`src/rtl/nsrf_pkg.sv`:
```
package nsrf_pkg;
  parameter int unsigned DEF_NREG = 8;
  parameter int unsigned DEF_NW   = 4;
  parameter int unsigned DEF_NRP  = 8;
  parameter int unsigned DEF_NWP  = 8;
endpackage

```
`src/rtl/nsrf_cell.sv`:
```
module nsrf_cell #(
  parameter int unsigned NW  = 4,
  parameter int unsigned NWP = 8
) (
  input  logic              clk,
  input  logic              rst,
  input  logic [NWP-1:0]    wen,
  input  logic [NWP*NW-1:0] wdata,
  input  logic              word_we,
  input  logic [NW-1:0]     word_nib,
  output logic [NW-1:0]     fwd
);
  logic [NW-1:0] q;
  logic          nib_hit;
  logic          word_lost;

  // Priority: stored value < word write < nibble port 0 < ... < port NWP-1
  function automatic logic [NW-1:0] resolve(
    input logic [NW-1:0]     cur,
    input logic [NWP-1:0]    sel,
    input logic [NWP*NW-1:0] dat,
    input logic              wwe,
    input logic [NW-1:0]     wnib);
    logic [NW-1:0] r;
    r = cur;
    if (wwe) r = wnib;
    for (int p = 0; p < NWP; p++)
      if (sel[p]) r = dat[p*NW +: NW];
    return r;
  endfunction

  assign fwd       = resolve(q, wen, wdata, word_we, word_nib);
  assign nib_hit   = |wen;
  assign word_lost = word_we & nib_hit;

  always_ff @(posedge clk) begin
    if (rst) q <= '0;
    else     q <= fwd;
  end

  AST_HOLD_IDLE: assert property (@(posedge clk) disable iff (rst)
    (!nib_hit && !word_we) |=> q == $past(q));
  AST_WORD_LOAD: assert property (@(posedge clk) disable iff (rst)
    (word_we && !nib_hit) |=> q == $past(word_nib));
  AST_TOP_PORT_WINS: assert property (@(posedge clk) disable iff (rst)
    (word_lost && wen[NWP-1]) |=> q == $past(wdata[(NWP-1)*NW +: NW]));
endmodule

```
`src/rtl/nsrf_rdmux.sv`:
```
module nsrf_rdmux #(
  parameter int unsigned NREG = 8,
  parameter int unsigned NW   = 4
) (
  input  logic               clk,
  input  logic               rst,
  input  logic [NREG-1:0]    ren,
  input  logic [NREG*NW-1:0] fwd_all,
  output logic [NW-1:0]      rdata
);
  function automatic logic [NW-1:0] or_select(
    input logic [NREG-1:0]    s,
    input logic [NREG*NW-1:0] v);
    logic [NW-1:0] acc;
    acc = '0;
    for (int i = 0; i < NREG; i++)
      if (s[i]) acc = acc | v[i*NW +: NW];
    return acc;
  endfunction

  assign rdata = or_select(ren, fwd_all);

  AST_IDLE_ZERO: assert property (@(posedge clk) disable iff (rst)
    (ren == '0) |-> (rdata == '0));
endmodule

```
`src/rtl/nsplit_regfile.sv`:
```
module nsplit_regfile
  import nsrf_pkg::*;
#(
  parameter int unsigned NREG = DEF_NREG,
  parameter int unsigned NW   = DEF_NW,
  parameter int unsigned NRP  = DEF_NRP,
  parameter int unsigned NWP  = DEF_NWP,
  localparam int unsigned WW  = NREG * NW
) (
  input  logic              clk,
  input  logic              rst,
  input  logic [NRP*NREG-1:0] nib_rd_sel,
  output logic [NRP*NW-1:0]   nib_rd_data,
  input  logic [NWP*NREG-1:0] nib_wr_sel,
  input  logic [NWP*NW-1:0]   nib_wr_data,
  input  logic              word_rd_en,
  output logic [WW-1:0]     word_rd_data,
  input  logic              word_wr_en,
  input  logic [WW-1:0]     word_wr_data
);
  logic [WW-1:0]  fwd_vec;
  logic [NWP-1:0] cell_wen [NREG];

  for (genvar i = 0; i < NREG; i++) begin : g_reg
    for (genvar p = 0; p < NWP; p++) begin : g_sel
      assign cell_wen[i][p] = nib_wr_sel[p*NREG + i];
    end
    nsrf_cell #(.NW(NW), .NWP(NWP)) u_cell (
      .clk      (clk),
      .rst      (rst),
      .wen      (cell_wen[i]),
      .wdata    (nib_wr_data),
      .word_we  (word_wr_en),
      .word_nib (word_wr_data[i*NW +: NW]),
      .fwd      (fwd_vec[i*NW +: NW])
    );
  end

  for (genvar r = 0; r < NRP; r++) begin : g_rd
    nsrf_rdmux #(.NREG(NREG), .NW(NW)) u_rd (
      .clk     (clk),
      .rst     (rst),
      .ren     (nib_rd_sel[r*NREG +: NREG]),
      .fwd_all (fwd_vec),
      .rdata   (nib_rd_data[r*NW +: NW])
    );
  end

  assign word_rd_data = word_rd_en ? fwd_vec : '0;

  AST_WORD_IDLE: assert property (@(posedge clk) disable iff (rst)
    !word_rd_en |-> word_rd_data == '0);
  AST_WORD_FWD: assert property (@(posedge clk) disable iff (rst)
    (word_rd_en && word_wr_en && nib_wr_sel == '0) |-> word_rd_data == word_wr_data);
endmodule

```
`config.mk`:
```
export PLATFORM = sky130hd
export DESIGN_NAME = nsplit_regfile
export DESIGN_NICKNAME = d
export VERILOG_FILES = /design/src/rtl/nsrf_pkg.sv /design/src/rtl/nsrf_cell.sv /design/src/rtl/nsrf_rdmux.sv /design/src/rtl/nsplit_regfile.sv
export SDC_FILE = /design/constraint.sdc
export NUM_CORES = 1
export LEC_CHECK = 0
export BUFFER_PORTS_ARGS = -buffer_cell sky130_fd_sc_hd__buf_4
export CAP_MARGIN = 10
export CORE_UTILIZATION = 54
export CTS_BUF_LIST = sky130_fd_sc_hd__clkbuf_16
export DETAILED_ROUTE_END_ITERATION = 8
export PLACE_DENSITY = 0.88
export SLEW_MARGIN = 40
export SYNTH_ARGS = -nofsm -noshare
export SYNTH_HDL_FRONTEND = slang
export SYNTH_SLANG_ARGS = --single-unit
export TNS_END_PERCENT = 10
```
`constraint.sdc`:
```
create_clock -name clk -period 4.1 [get_ports clk]
set_input_delay 0.41 -clock clk [delete_from_list [all_inputs] [get_ports clk]]
set_output_delay 0.41 -clock clk [all_outputs]
set_load 0.005 [all_outputs]
```
==> summary.txt <==
Cells and area
  – Largest register FFs: 32
  – Most flops, register: g.u_cell.q
  – Final nets: 1,258
  – Area Growth Syn to Fin: 32.54%
  – Final Instance Area: 0.008134 sq mm
  – Share of layout cells above drive strength 1: 0.3368
  – Largest regs: g.u_cell.q (32)
  – Filler cell count: 892
  – Non-filler instance count after layout: 1,203
  – Number of diodes: 0

Yosys
  – Unique masters post-synth: 68
  – Avg Inst Size Synth: 7.186 sq um
  – Post-Synthesis Cells: 854
  – Seq/Total Area, Yosys: 0.1044
  – Synth Cell Area: 0.006137 sq mm
  – Synthesized flop and latch total: 32
  – Post-synthesis net count: 1,050
  – Number of flops mapped to enable cells by yosys: 0
  – Synth async-reset ratio: 0
  – Post-synth top flop: dfxtp_1
  – Yosys warning count: 0

Worst setup path
  – Reg-to-Reg End: g_reg[1].u_cell.q[2]
  – Buf+Inv Stages, Crit Path: 2
  – Slowest Stage Delay on Critical Path: 0.46 ns
  – Crit end category: output pin
  – Reg2reg path depth: 5
  – Crit path launch type: primary input
  – Setup CP Type: in -> out
  – CP most frequent cell: buf_4
  – CP delay by family, top: compound AO/OA/AOI/OAI gates
  – Worst reg2reg path startpoint: g_reg[1].u_cell.q[2]
  – Worst R2R Setup Slack: 2.31 ns
  – Slowest CP cell: o211a_1
  – Crit Path Max Fanout: 34
  – Critical path, cell by cell: buf_4 > mux2_2 > o221ai_1 > o211a_1 > o22ai_1 > a221oi_1 > nand3_1 > buf_4
  – Req. time, crit path: 3.69 ns
  – Worst Path Arrival: 2.65 ns

Min path
  – Hold crit path type: in -> reg
  – End point of the worst hold path: g_reg[5].u_cell.q[3]
  – WHS Path Cells: 3
  – Hold path start: nib_wr_sel[61]

Drt
  – DRT antenna net count: 0
  – Drt pass-1 iters: 7
  – DR vias/cell: 7.201
  – Post-Route WL: 30.03 mm
  – DR WL/cell: 24.96 microns
  – DRT iter0 DRCs: 1,754
  – Number of remaining DRC errors: 0
  – Via count: 8,663

Placement
  – IO Port Bufs: 259
  – Gp weighted congestion: 1.004
  – Post-DP HPWL: 22.96 mm
  – Area post-placement: 0.007989 sq mm
  – Placed cell count: 1,195

Status
  – Status: finished clean

Floorplanning
  – Core area: 0.01094 sq mm
  – Die X: 108.6 microns
  – Total die area: 0.01180 sq mm
  – Core Rows: 38
  – Die Height: 108.6 microns
  – Initial Util: 0.5612
  – Ports: 260

Global routing
  – Overflow after GRT: 0
  – Gr usage total: 0.4850
  – Vias in the first global route: 7,807
  – First-pass GRT wire length: 43.18 mm
  – Initial antenna violation count: 0
  – Pin count of the biggest net entering global routing: 35

CTS
  – Post-cts hold buffer count: 0
  – Longest Clk Path Bufs: 2
  – CTS Buf Count: 5
  – Clk sinks: 32
  – Setup Fix Bufs, Post-CTS: 0
  – Clock transition at path regs: 0.05 ns
  – Htree depth: 2
  – Cts repair resizes: 0
  – Clk Latency, worst-skew pair: 0.28 ns
  – Clock root buffer master: clkbuf_16
  – CTS tree: built

STA
  – Clock skew: 0 ns
  – Tcrit/Tclk final: 0.7458
  – Endpoints failing hold: 0
  – Worst-margin pin slew: 0.9391 ns
  – Worst slew margin: 0.3701
  – Max Clk Rate: 327.0 MHz
  – Pins Over Slew Limit: 0
  – Setup TNS: 0 ns
  – RSZ-0062 raised after global routing: no
  – Final Critical Period: 3.058 ns
  – Setup violators final: 0

Power and ir drop
  – Worst-case vdd ir drop: 0.0001420 V
  – Static Leakage: 0.003388 uW
  – Power per cell area: 214.7 mW/mm^2

Job
  – # Max-Cap Violations: 0
[cells in the final DEF (no fill, tap or decap), types with 8 or more instances in the layout]
cell and count:
buf_4 262, nand2_1 149, a22oi_1 63, nor2b_1 60, a221oi_1 45, nor3b_1 44
o22ai_1 32, nand3_1 32, dfxtp_1 32, and2_1 27, mux2i_1 24, a21oi_1 24
nor3_1 18, o21bai_1 17, o2111ai_1 15, a221oi_2 14, nor2_1 13, a21oi_2 13
inv_1 11, nand4_1 10, o31a_1 10, nor2_2 9, nand3b_1 8
[synth_stat cells (6+ instances only)]
library cell,count,area share
nand4_1,10,0.010
nand2_1,149,0.091
nor2_2,9,0.0092
mux2i_1,24,0.039
o31ai_1,8,0.0098
a22oi_1,63,0.077
o2111ai_1,15,0.021
and2_1,27,0.028
nor2_1,13,0.0080
or3b_1,7,0.010
o31a_1,10,0.014
a21oi_2,13,0.019
a21oi_1,24,0.020
or2_2,6,0.0061
nand2b_1,6,0.0061
o21bai_1,17,0.021
nand3_1,32,0.026
clkbuf_1,40,0.024
nor2b_1,61,0.062
nor2_4,7,0.013
or3b_2,6,0.0086
nor3b_1,44,0.054
nor4b_1,6,0.0086
dfxtp_1,32,0.10
inv_1,9,0.0055
nand3b_1,8,0.0098
nor3_1,18,0.015
buf_2,10,0.0082
a221oi_2,14,0.034
a211oi_1,6,0.0073
o22ai_1,32,0.033
o21ai_0,6,0.0049
a221oi_1,45,0.064
[layout make-up]
type	count	area [sq um]	share of cell area
Multi-Input combinational cell	752	5181	0.6370
Timing Repair Buffer	262	1967	0.2418
Sequential cell	32	640.6	0.07876
Tap cell	140	175.2	0.02154
Clock buffer	5	125.1	0.01538
Inverter	9	33.78	0.004153
Clock inverter	3	11.26	0.001384
[power by group]
part	internal [uW]	switching, uW	total, uW
clock	219	147	366
combinational	441	597	1040
sequential	335	8.41	344
[worst reg2reg max path: stages, from the launching register on]
cell and delay [ns]:
dfxtp_1 0.31, and2b_2 0.14, a211o_1 0.08, nand4_1 0.16, a32oi_2 0.83, nor2b_1 0.22
[stage by stage]
stage / worst slack, ns / hold WS, ns / util / power (uW)
floorplan: 1.965 / 0.4816 / - / 875.3
global placement: 1.099 / 0.8081 / 0.7283 / 1323
detailed placement: 1.164 / 0.8192 / 0.7305 / 1331
CTS: 1.131 / 0.5313 / 0.7430 / 1690
global route: 0.9899 / 0.5567 / 0.7438 / 1796
finish: 1.042 / 0.5405 / 0.7438 / 1747
[cell families after synthesis]
| kind of cell | Yosys count | synth area share |
|---|---|---|
| compound gates | 289 | 0.3851 |
| buf+inv | 70 | 0.05688 |
| flops | 32 | 0.1044 |
| mux | 30 | 0.05076 |
| simple gates | 433 | 0.4029 |
[worst max path at each step]
stage,cells past startpoint,slack [ns],from,to
2_1_floorplan,8,1.97,word_wr_en,nib_rd_data[16]
3_3_place_gp,8,1.10,word_wr_en,nib_rd_data[11]
3_5_place_dp,8,1.16,word_wr_en,nib_rd_data[5]
4_1_cts,8,1.13,word_wr_en,nib_rd_data[5]
5_1_grt,8,0.99,word_wr_en,nib_rd_data[13]
6_report,8,1.04,word_wr_en,nib_rd_data[1]
[layer usage]
layer | vias up | routed length [microns] | track usage
li1 | 3717 | - | -
met1 | 3813 | 10850 | 0.6063
met2 | 906 | 12660 | 0.7482
met3 | 227 | 4356 | 0.1242
met4 | 0 | 2165 | 0.2828
met5 | - | 0 | 0.004464
No activity file was read; power rests on OpenSTA's default activity.
